===== src/rtl/dac_txfifo.sv =====
module dac_txfifo #(
  parameter int DEPTH = 64
) (
  input  logic        clk,
  input  logic        rst_n,
  input  logic        bus_wr,
  input  logic [7:0]  bus_addr,
  input  logic [31:0] bus_wdata,
  output logic [31:0] bus_rdata,
  input  logic        smp_strobe,
  output logic        dma_req,
  output logic [23:0] left_out,
  output logic [23:0] right_out
);
  localparam int AW = $clog2(DEPTH);
  localparam int CW = AW + 1;
  localparam logic [7:0] A_CTRL = 8'h04, A_STAT = 8'h08, A_DATA = 8'h0C, A_CNT = 8'h30;

  logic [31:0]   ctrl, frames;
  logic [23:0]   mem [DEPTH];
  logic [AW-1:0] wp, rp;
  logic [CW-1:0] cnt;
  logic          unr, ovr, req_q;

  wire req_en   = ctrl[4];
  wire wide     = ctrl[5];
  wire mono     = ctrl[6];
  wire msb_fill = ctrl[24];
  wire hold     = ctrl[26];

  wire [7:0] free = 8'(DEPTH) - 8'(cnt);
  wire [7:0] thr  = 8'd2 << ctrl[22:21];
  wire [7:0] trig = {2'b00, ctrl[13:8]};

  wire wr_ctrl = bus_wr && bus_addr == A_CTRL;
  wire wr_stat = bus_wr && bus_addr == A_STAT;
  wire wr_data = bus_wr && bus_addr == A_DATA;
  wire flush   = wr_ctrl && bus_wdata[0];
  wire full    = cnt == CW'(DEPTH);
  wire push    = wr_data && !full;

  wire [23:0] fmt = wide ? bus_wdata[31:8]
                         : {bus_wdata[15:0], msb_fill ? {8{bus_wdata[15]}} : 8'h00};

  wire [CW-1:0] need  = mono ? CW'(1) : CW'(2);
  wire          avail = cnt >= need;
  wire          take  = smp_strobe && avail;
  wire [CW-1:0] pops  = take ? need : '0;

  always_ff @(posedge clk)
    if (push) mem[wp] <= fmt;

  always_ff @(posedge clk) begin
    if (!rst_n) begin
      ctrl <= '0; frames <= '0; wp <= '0; rp <= '0; cnt <= '0;
      unr <= 1'b0; ovr <= 1'b0; req_q <= 1'b0;
      left_out <= '0; right_out <= '0;
    end else begin
      if (wr_ctrl) ctrl <= bus_wdata;
      else         ctrl[0] <= 1'b0;

      if (flush) begin
        wp <= '0; rp <= '0; cnt <= '0;
      end else begin
        if (push) wp <= wp + AW'(1);
        rp  <= rp + AW'(pops);
        cnt <= cnt + CW'(push) - pops;
      end

      unr <= (smp_strobe && !avail) || (unr && !(wr_stat && bus_wdata[8]));
      ovr <= (wr_data && full)      || (ovr && !(wr_stat && bus_wdata[9]));

      if (take) begin
        left_out  <= mem[rp];
        right_out <= mono ? mem[rp] : mem[rp + AW'(1)];
        frames    <= frames + 32'd1;
      end else if (smp_strobe && !hold) begin
        left_out  <= '0;
        right_out <= '0;
      end

      req_q <= req_en && (req_q ? free >= thr : free > trig);
    end
  end

  assign dma_req = req_q && req_en;

  always_comb
    case (bus_addr)
      A_CTRL:  bus_rdata = ctrl;
      A_STAT:  bus_rdata = {22'd0, ovr, unr, free};
      A_CNT:   bus_rdata = frames;
      default: bus_rdata = '0;
    endcase

  a_r3_no_overflow: assert property (@(posedge clk) disable iff (!rst_n)
    cnt <= CW'(DEPTH));
  a_r3_full_drop: assert property (@(posedge clk) disable iff (!rst_n)
    (wr_data && full) |=> (ovr && cnt == CW'(DEPTH)));
  a_r4_flush_empty: assert property (@(posedge clk) disable iff (!rst_n)
    flush |=> (cnt == '0 && !ctrl[0] == 1'b0));
  a_r9_mono_same: assert property (@(posedge clk) disable iff (!rst_n)
    (smp_strobe && mono && cnt != '0) |=> left_out == right_out);
  a_r10_underrun_flag: assert property (@(posedge clk) disable iff (!rst_n)
    (smp_strobe && cnt == '0) |=> (unr && $stable(cnt)));
  a_r11_req_needs_room: assert property (@(posedge clk) disable iff (!rst_n)
    $rose(dma_req) |-> $past(free > trig));
endmodule


===== config.mk =====
export PLATFORM = sky130hd
export DESIGN_NAME = dac_txfifo
export DESIGN_NICKNAME = d
export VERILOG_FILES = /design/src/rtl/dac_txfifo.sv
export SDC_FILE = /design/constraint.sdc
export NUM_CORES = 2
export LEC_CHECK = 0
export BUFFER_PORTS_ARGS = -buffer_cell sky130_fd_sc_hd__buf_2
export CORE_UTILIZATION = 40
export CTS_CLUSTER_SIZE = 40
export DETAILED_ROUTE_END_ITERATION = 10
export PLACE_DENSITY = 0.66
export RECOVER_POWER = 100
export SKIP_CTS_REPAIR_TIMING = 1
export SYNTH_ARGS = -nofsm -noshare
export SYNTH_HDL_FRONTEND = slang
export SYNTH_SLANG_ARGS = --single-unit

===== constraint.sdc =====
create_clock -name clk -period 9.6 [get_ports clk]
set_input_delay 1.44 -clock clk [delete_from_list [all_inputs] [get_ports clk]]
set_output_delay 1.44 -clock clk [all_outputs]
set_load 0.01 [all_outputs]

Word level (Yosys, flattened, before mapping). Memory sizes are Yosys's and may differ from the RTL's. A register that Yosys moved wholly into a read port is not among the register bits. Index checks and enable logic that the tools add are counted.

Bits of input ports: 44. Memories kept: 1. Logic and storage cells: 67. Bits in writable memories: 1536. Flip-flop bits (word level): 134.

Add/subtract/negate cells: 7. Shifts and indexed selects: 1. Bitwise operators: 1. Order comparisons: 3. Mux-type cells: 13. Reduce and logical (&&, ||, !) cells: 25. Equal/unequal tests: 5.

Memories: mem (depth 64, width 24, rd ports 2, clocked after memory_dff 1, wr ports 1, RTL line 20) `logic [23:0] mem [DEPTH];`.

Operators by type and width (count): 24-bit two-way mux (5); 32-bit one-hot mux with 3 select lines (1); 32-bit by 1-bit adder with 32-bit output (second input constant) (1); 8-bit by 4-bit == test with 1-bit output (second input constant) (2); 1-bit logical AND (15); 6-bit by 1-bit adder with 6-bit output (second input constant) (2); 8-bit by 3-bit == test with 1-bit output (second input constant) (1); 8-bit by 6-bit == test with 1-bit output (second input constant) (1); 8-bit >= comparator (1); 8-bit by 6-bit > comparator with 1-bit output (1); 8-bit two-way mux (1); 2-bit by 2-bit left shift with 8-bit output (first input constant) (1); 7-bit by 7-bit subtractor with 8-bit output (first input constant) (1); 7-bit by 1-bit adder with 7-bit output (1); 7-bit == test (second input constant) (1); 7-bit by 2-bit >= comparator with 1-bit output (1); 7-bit by 2-bit subtractor with 7-bit output (1); 6-bit by 2-bit adder with 6-bit output (1); 6-bit two-way mux (1); 1-bit logical NOT (5); 2-bit two-way mux (2); 1-bit two-way mux (3); 1-bit logical OR (2); 2-bit AND reduction (1); 3 further kinds (3).

Logic depth before layout (Yosys ltp).
Word-level depth: 6. Gate-level depth with buffers: 17.

Least setup slack after synthesis. OpenSTA, ideal clock, no wires.

Path kind: input-to-output. From: input port bus_addr[7]. To: output port bus_rdata[6]. Setup slack: 5.149 ns. Buffers on the path: 1. Data required time: 8.160 ns. Arrival: 3.011 ns. Stages on the path: 5. Cell sequence: or4_4 -> nor4_1 -> clkbuf_1 -> a22oi_1 -> o21ai_0.

Longest elaborated chain between the ends: 2. Elaborated cells between the ends (all ways): 4.

RTL lines: start, declared (RTL line 7) `input logic [7:0] bus_addr,`; 8-bit by 6-bit == test with 1-bit output, or another cell as far along (RTL line 89) `case (bus_addr)`; 32-bit one-hot mux with 3 select lines (*) (RTL line 89); end, declared (RTL line 9) `output logic [31:0] bus_rdata,`.

Every way passes the cells marked *; elsewhere a longest branch is shown, timed or not.

Worst setup path after layout.
From: register rp[1]. To: register right_out[14].

Longest elaborated chain between the ends: 4.

RTL lines: start, declared (RTL line 21) `logic [AW-1:0] wp, rp;`; start signal, assigned (RTL line 66) `rp <= rp + AW'(pops);`; 6-bit by 1-bit adder with 6-bit output (RTL line 75) `right_out <= mono ? mem[rp] : mem[rp + AW'(1)];`; memory 64 x 24 bit; 24-bit two-way mux (RTL line 75); 24-bit two-way mux (RTL line 73) `if (take) begin`; end signal, assigned (RTL line 75); end, declared (RTL line 13) `output logic [23:0] right_out`.

Every way passes these cells. A chain may end at the register's enable or synchronous reset.

==> flow_results.org <==
** Routing
- Detailed-route via count :: 49400
- Ratio of routed vias to standard cells :: 6.39
- Dividing the detail-routed wire length by the instance count gives 30.5 um.
- The first detailed-routing pass took 8 iterations.
- Routed WL :: 235000 um
- Antenna Nets Post-Route :: 0
- Iteration-0 DRC count of the detailed router :: 7250
- In the routed design, unresolved DRC markers number 0.

** Power
- Summed over all nets, the switching power comes to 5.89 mW.
- Of the total power, the share spent switching nets is 0.305.
- Power density cells :: 226 mW/mm^2
- Worst vdd ir :: 0.000341 V
- Leakage power :: 26.7 nW
- Of the total power, registers draw 0.423.
- Internal power comes to 13.4 mW.
- The share of total power dissipated in the clock network is 0.327.
- Sum of internal, switching and leakage power :: 19.3 mW
- Of the total power, combinational logic draws 0.249.

** Floorplan
- The floorplan step defined a core boundary enclosing 0.193 mm^2.
- During I/O placement, the number of pins put on the boundary was 125.
- The floorplan step set the die width to 443 um.
- Row generation in the floorplan step produced 161 rows.
- Die Outline Area :: 0.197 mm^2
- Die Height :: 443 um
- Starting density of the core :: 0.404

** Synth
- For this run, the number of Yosys warnings is 0.
- Number of distinct library cells after synthesis :: 75
- In the synthesized netlist the dominant register cell turns out to be sky130_fd_sc_hd__edfxtp_1.
- Mean cell area of the mapped netlist :: 15.3 um^2
- Total of flip-flops plus latches after synthesis :: 1670
- Of the post-synthesis cell area, the dominant cell type holds 0.592.
- Sequential area share after synthesis :: 0.626
- Instance count of the mapped netlist :: 5083
- In the synthesized netlist the async set-or-reset flop fraction comes to 0.
- In the post-synthesis netlist, the biggest area contributors are sky130_fd_sc_hd__edfxtp_1, sky130_fd_sc_hd__mux4_2, sky130_fd_sc_hd__nand2_1, sky130_fd_sc_hd__mux2i_1, sky130_fd_sc_hd__dfxtp_1.
- Post-synth top area cell :: sky130_fd_sc_hd__edfxtp_1
- When the netlist entered floorplanning its net count stood at 5161.
- Summed instance area of the synthesized netlist :: 0.0780 mm^2
- The synthesized design contains 1536 enable-type register cells.

** Worst setup path
- The slowest stage of the critical path is the sky130_fd_sc_hd__clkbuf_2 cell.
- Worst path cell trace :: ha_4, buf_12, clkbuf_2, mux4_2, mux2i_1, a32oi_1, a32oi_1, o2111ai_1
- Of all nets on the critical path, the largest fanout is 122.
- Crit start category :: register
- Critical path data arrival time :: 7.51 ns
- Delay-heaviest family, CP :: buffers and inverters
- For the worst setup path, the data required time is 10.27 ns.
- Among the stages of the critical path, the cell type that occurs most often is sky130_fd_sc_hd__a32oi_1.
- Counting both buffers and inverters, the worst setup path holds a total of 2.
- Critical path capture point type :: register
- Peak per-stage delay on the critical path :: 2.76 ns
- The setup path with the least slack is of type register to register.

** Job
- Max-cap violations in this run came to 88.

** Timing
- Setup violations remaining at the end of the flow were counted as 0.
- Timing would allow up to 146 MHz.
- For the pin with the worst max-slew slack, the measured transition is 3.89 ns.
- Setup repair after global routing left no endpoint under its margin.
- Of the available clock period, the critical path in the final layout requires 0.712.
- The count of pins over their slew limit was 3278.
- Accumulated negative setup slack :: 0 ns
- Final-report hold violation count :: 0
- Headroom to the max-slew limit came out at -1.59.
- Skew final :: 0.0265 ns
- Period minus WS final :: 6.84 ns

** CTS
- For this design, the sink count on the clock tree is 1670.
- Root buffer selected by CTS :: sky130_fd_sc_hd__clkbuf_16
- TritonCTS built the clock tree.
- The H-tree generated during clock tree synthesis spans 4 levels.
- Clock-pin slew was measured on the worst setup and hold paths at 0.07 ns.
- The number of clock buffers added by TritonCTS is 163.
- At the later pin of the worst-skew pair, clock insertion delay measures 0.83 ns.
- Maximum root-to-sink buffer count :: 3

** Placed design
- At the end of routability-driven placement, the weighted congestion stood at 0.956.
- Detailed Place HPWL :: 143000 um
- Buffers placed on the I/O ports in this run total 124.

** GRT
- Largest net degree at the start of global routing :: 175
- Vias in the first global route :: 47500
- The first global-routing pass estimated 337000 um of wire.
- Across every metal layer, demand over resource in global routing totals 0.235.
- Antenna violations before repair :: 11
- Total congestion overflow :: 0

** Layout
- Of the cells placed in the final design, the portion with a size suffix greater than 1 is 0.179.
- Post-layout utilization of the core :: 0.443
- Post-layout nets :: 5144
- Compared with the post-synthesis result, the final layout area differs by 9.73%.

** Worst hold path
- The path class of the tightest hold or removal check is register to register.

** Status
- The final reports fail on max-capacitance violations, max-slew violations.
- The run finished, with violations left.
[sequential cells by signal, summed over array words and instances (netlist names), 6 cells and up]
register,flops
mem,1536
frames,32
right_out,24
wp,6
ctrl,32
rp,6
cnt,7
left_out,24
[tightest hold or removal path, stage by stage (launching register included)]
cell and delay, ns:
sky130_fd_sc_hd__dfxtp_1 0.31, sky130_fd_sc_hd__nand2_1 0.05, sky130_fd_sc_hd__a21oi_1 0.05
[per-layer routing]
| metal | track usage | vias up | part of all wire |
|---|---|---|---|
| li1 | - | 20300 | - |
| met1 | 0.323 | 25300 | 0.38 |
| met2 | 0.348 | 3207 | 0.44 |
| met3 | 0.0669 | 490 | 0.13 |
| met4 | 0.101 | 12 | 0.043 |
| met5 | 0 | - | 0.00051 |
[final cells by class]
class	instances	area [um^2]
inverter	31	116
timing repair buffer	214	1170
clock inverter	71	699
multi-input combinational	2986	27200
clock buffer	222	4420
tap	2526	3160
antenna	1	2.50
fill	16900	107000
sequential	1670	48800
[cell usage in the layout, fill, tap and decap left out, types with 15 or more instances in the layout]
cell	Yosys	final
sky130_fd_sc_hd__a41o_1	21	21
sky130_fd_sc_hd__edfxtp_1	1536	1536
sky130_fd_sc_hd__buf_4	19	44
sky130_fd_sc_hd__clkbuf_16	0	167
sky130_fd_sc_hd__nand4_1	60	60
sky130_fd_sc_hd__xnor2_1	30	29
sky130_fd_sc_hd__ha_1	32	31
sky130_fd_sc_hd__a221oi_1	74	74
sky130_fd_sc_hd__o21ai_0	71	87
sky130_fd_sc_hd__a211oi_1	23	22
sky130_fd_sc_hd__mux4_2	546	546
sky130_fd_sc_hd__clkbuf_1	195	168
sky130_fd_sc_hd__dfxtp_1	134	128
sky130_fd_sc_hd__inv_1	30	28
sky130_fd_sc_hd__mux2_2	37	30
sky130_fd_sc_hd__nand3_1	273	273
sky130_fd_sc_hd__nor2_1	192	191
sky130_fd_sc_hd__nand2_1	814	813
sky130_fd_sc_hd__buf_2	116	44
sky130_fd_sc_hd__o22ai_1	44	44
sky130_fd_sc_hd__clkinv_1	1	24
sky130_fd_sc_hd__o41ai_1	18	18
sky130_fd_sc_hd__clkinv_2	0	20
sky130_fd_sc_hd__a21oi_1	73	73
sky130_fd_sc_hd__and3_1	15	15
sky130_fd_sc_hd__o2111ai_1	19	19
sky130_fd_sc_hd__mux2i_1	269	269
sky130_fd_sc_hd__xor2_1	17	16
sky130_fd_sc_hd__a22o_1	66	63
sky130_fd_sc_hd__nor2b_1	29	27
sky130_fd_sc_hd__o221ai_1	21	21
sky130_fd_sc_hd__a32oi_1	76	76
sky130_fd_sc_hd__a41oi_1	19	19
[power by group through the flow]
stage / combinational (mW) / clock, mW / sequential, mW
floorplan: 3.40 / 0 / 8.20
global placement: 4.61 / 0 / 8.30
detailed placement: 4.66 / 0 / 8.30
CTS: 4.68 / 6.37 / 8.15
global route: 5.06 / 6.63 / 8.17
finish: 4.81 / 6.31 / 8.17
[logic make-up after synthesis]
| family | after synthesis | share of synthesized area |
|---|---|---|
| simple gates | 1449 | 0.0803 |
| mux | 852 | 0.198 |
| compound gates | 604 | 0.0582 |
| fa+ha+maj | 34 | 0.00565 |
| xor+xnor | 47 | 0.00528 |
| flops | 1670 | 0.626 |
| buf+inv | 427 | 0.0269 |
[stage by stage]
step,setup WS (ns),hold slack (ns),cell area [um^2],cells
final,2.76,0.454,85500,7721
after global routing,2.25,0.472,85500,7721
after detailed placement,4.17,0.449,81200,7427
after floorplan,5.15,0.433,78000,5083
after global placement,4.28,0.442,81200,7427
after CTS,4.40,0.457,86300,7720
[synth_stat cells (32+ instances only)]
cell type and instances:
sky130_fd_sc_hd__a221oi_1 74, sky130_fd_sc_hd__nand3_1 273, sky130_fd_sc_hd__mux4_2 546, sky130_fd_sc_hd__o22ai_1 44, sky130_fd_sc_hd__mux2_2 37, sky130_fd_sc_hd__o21ai_0 71, sky130_fd_sc_hd__a21oi_1 73, sky130_fd_sc_hd__clkbuf_1 195
sky130_fd_sc_hd__nor2_1 192, sky130_fd_sc_hd__mux2i_1 269, sky130_fd_sc_hd__a22o_1 66, sky130_fd_sc_hd__dfxtp_1 134, sky130_fd_sc_hd__nand2_1 814, sky130_fd_sc_hd__a32oi_1 76, sky130_fd_sc_hd__ha_1 32, sky130_fd_sc_hd__edfxtp_1 1536
sky130_fd_sc_hd__buf_2 116, sky130_fd_sc_hd__buf_1 35, sky130_fd_sc_hd__nand4_1 60
[final timing paths]
path | startpoint | end | slack [ns] | cells past startpoint
max | rp[1]$_SDFF_PP0_ | right_out[14]$_SDFFE_PN0P_ | 2.76 | 8
min | ctrl[14]$_SDFFE_PN0P_ | ctrl[14]$_SDFFE_PN0P_ | 0.45 | 2
max reg2reg | rp[1]$_SDFF_PP0_ | right_out[14]$_SDFFE_PN0P_ | 2.76 | 8
min reg2reg | ctrl[14]$_SDFFE_PN0P_ | ctrl[14]$_SDFFE_PN0P_ | 0.45 | 2
Power figures use the tool's default switching activity.
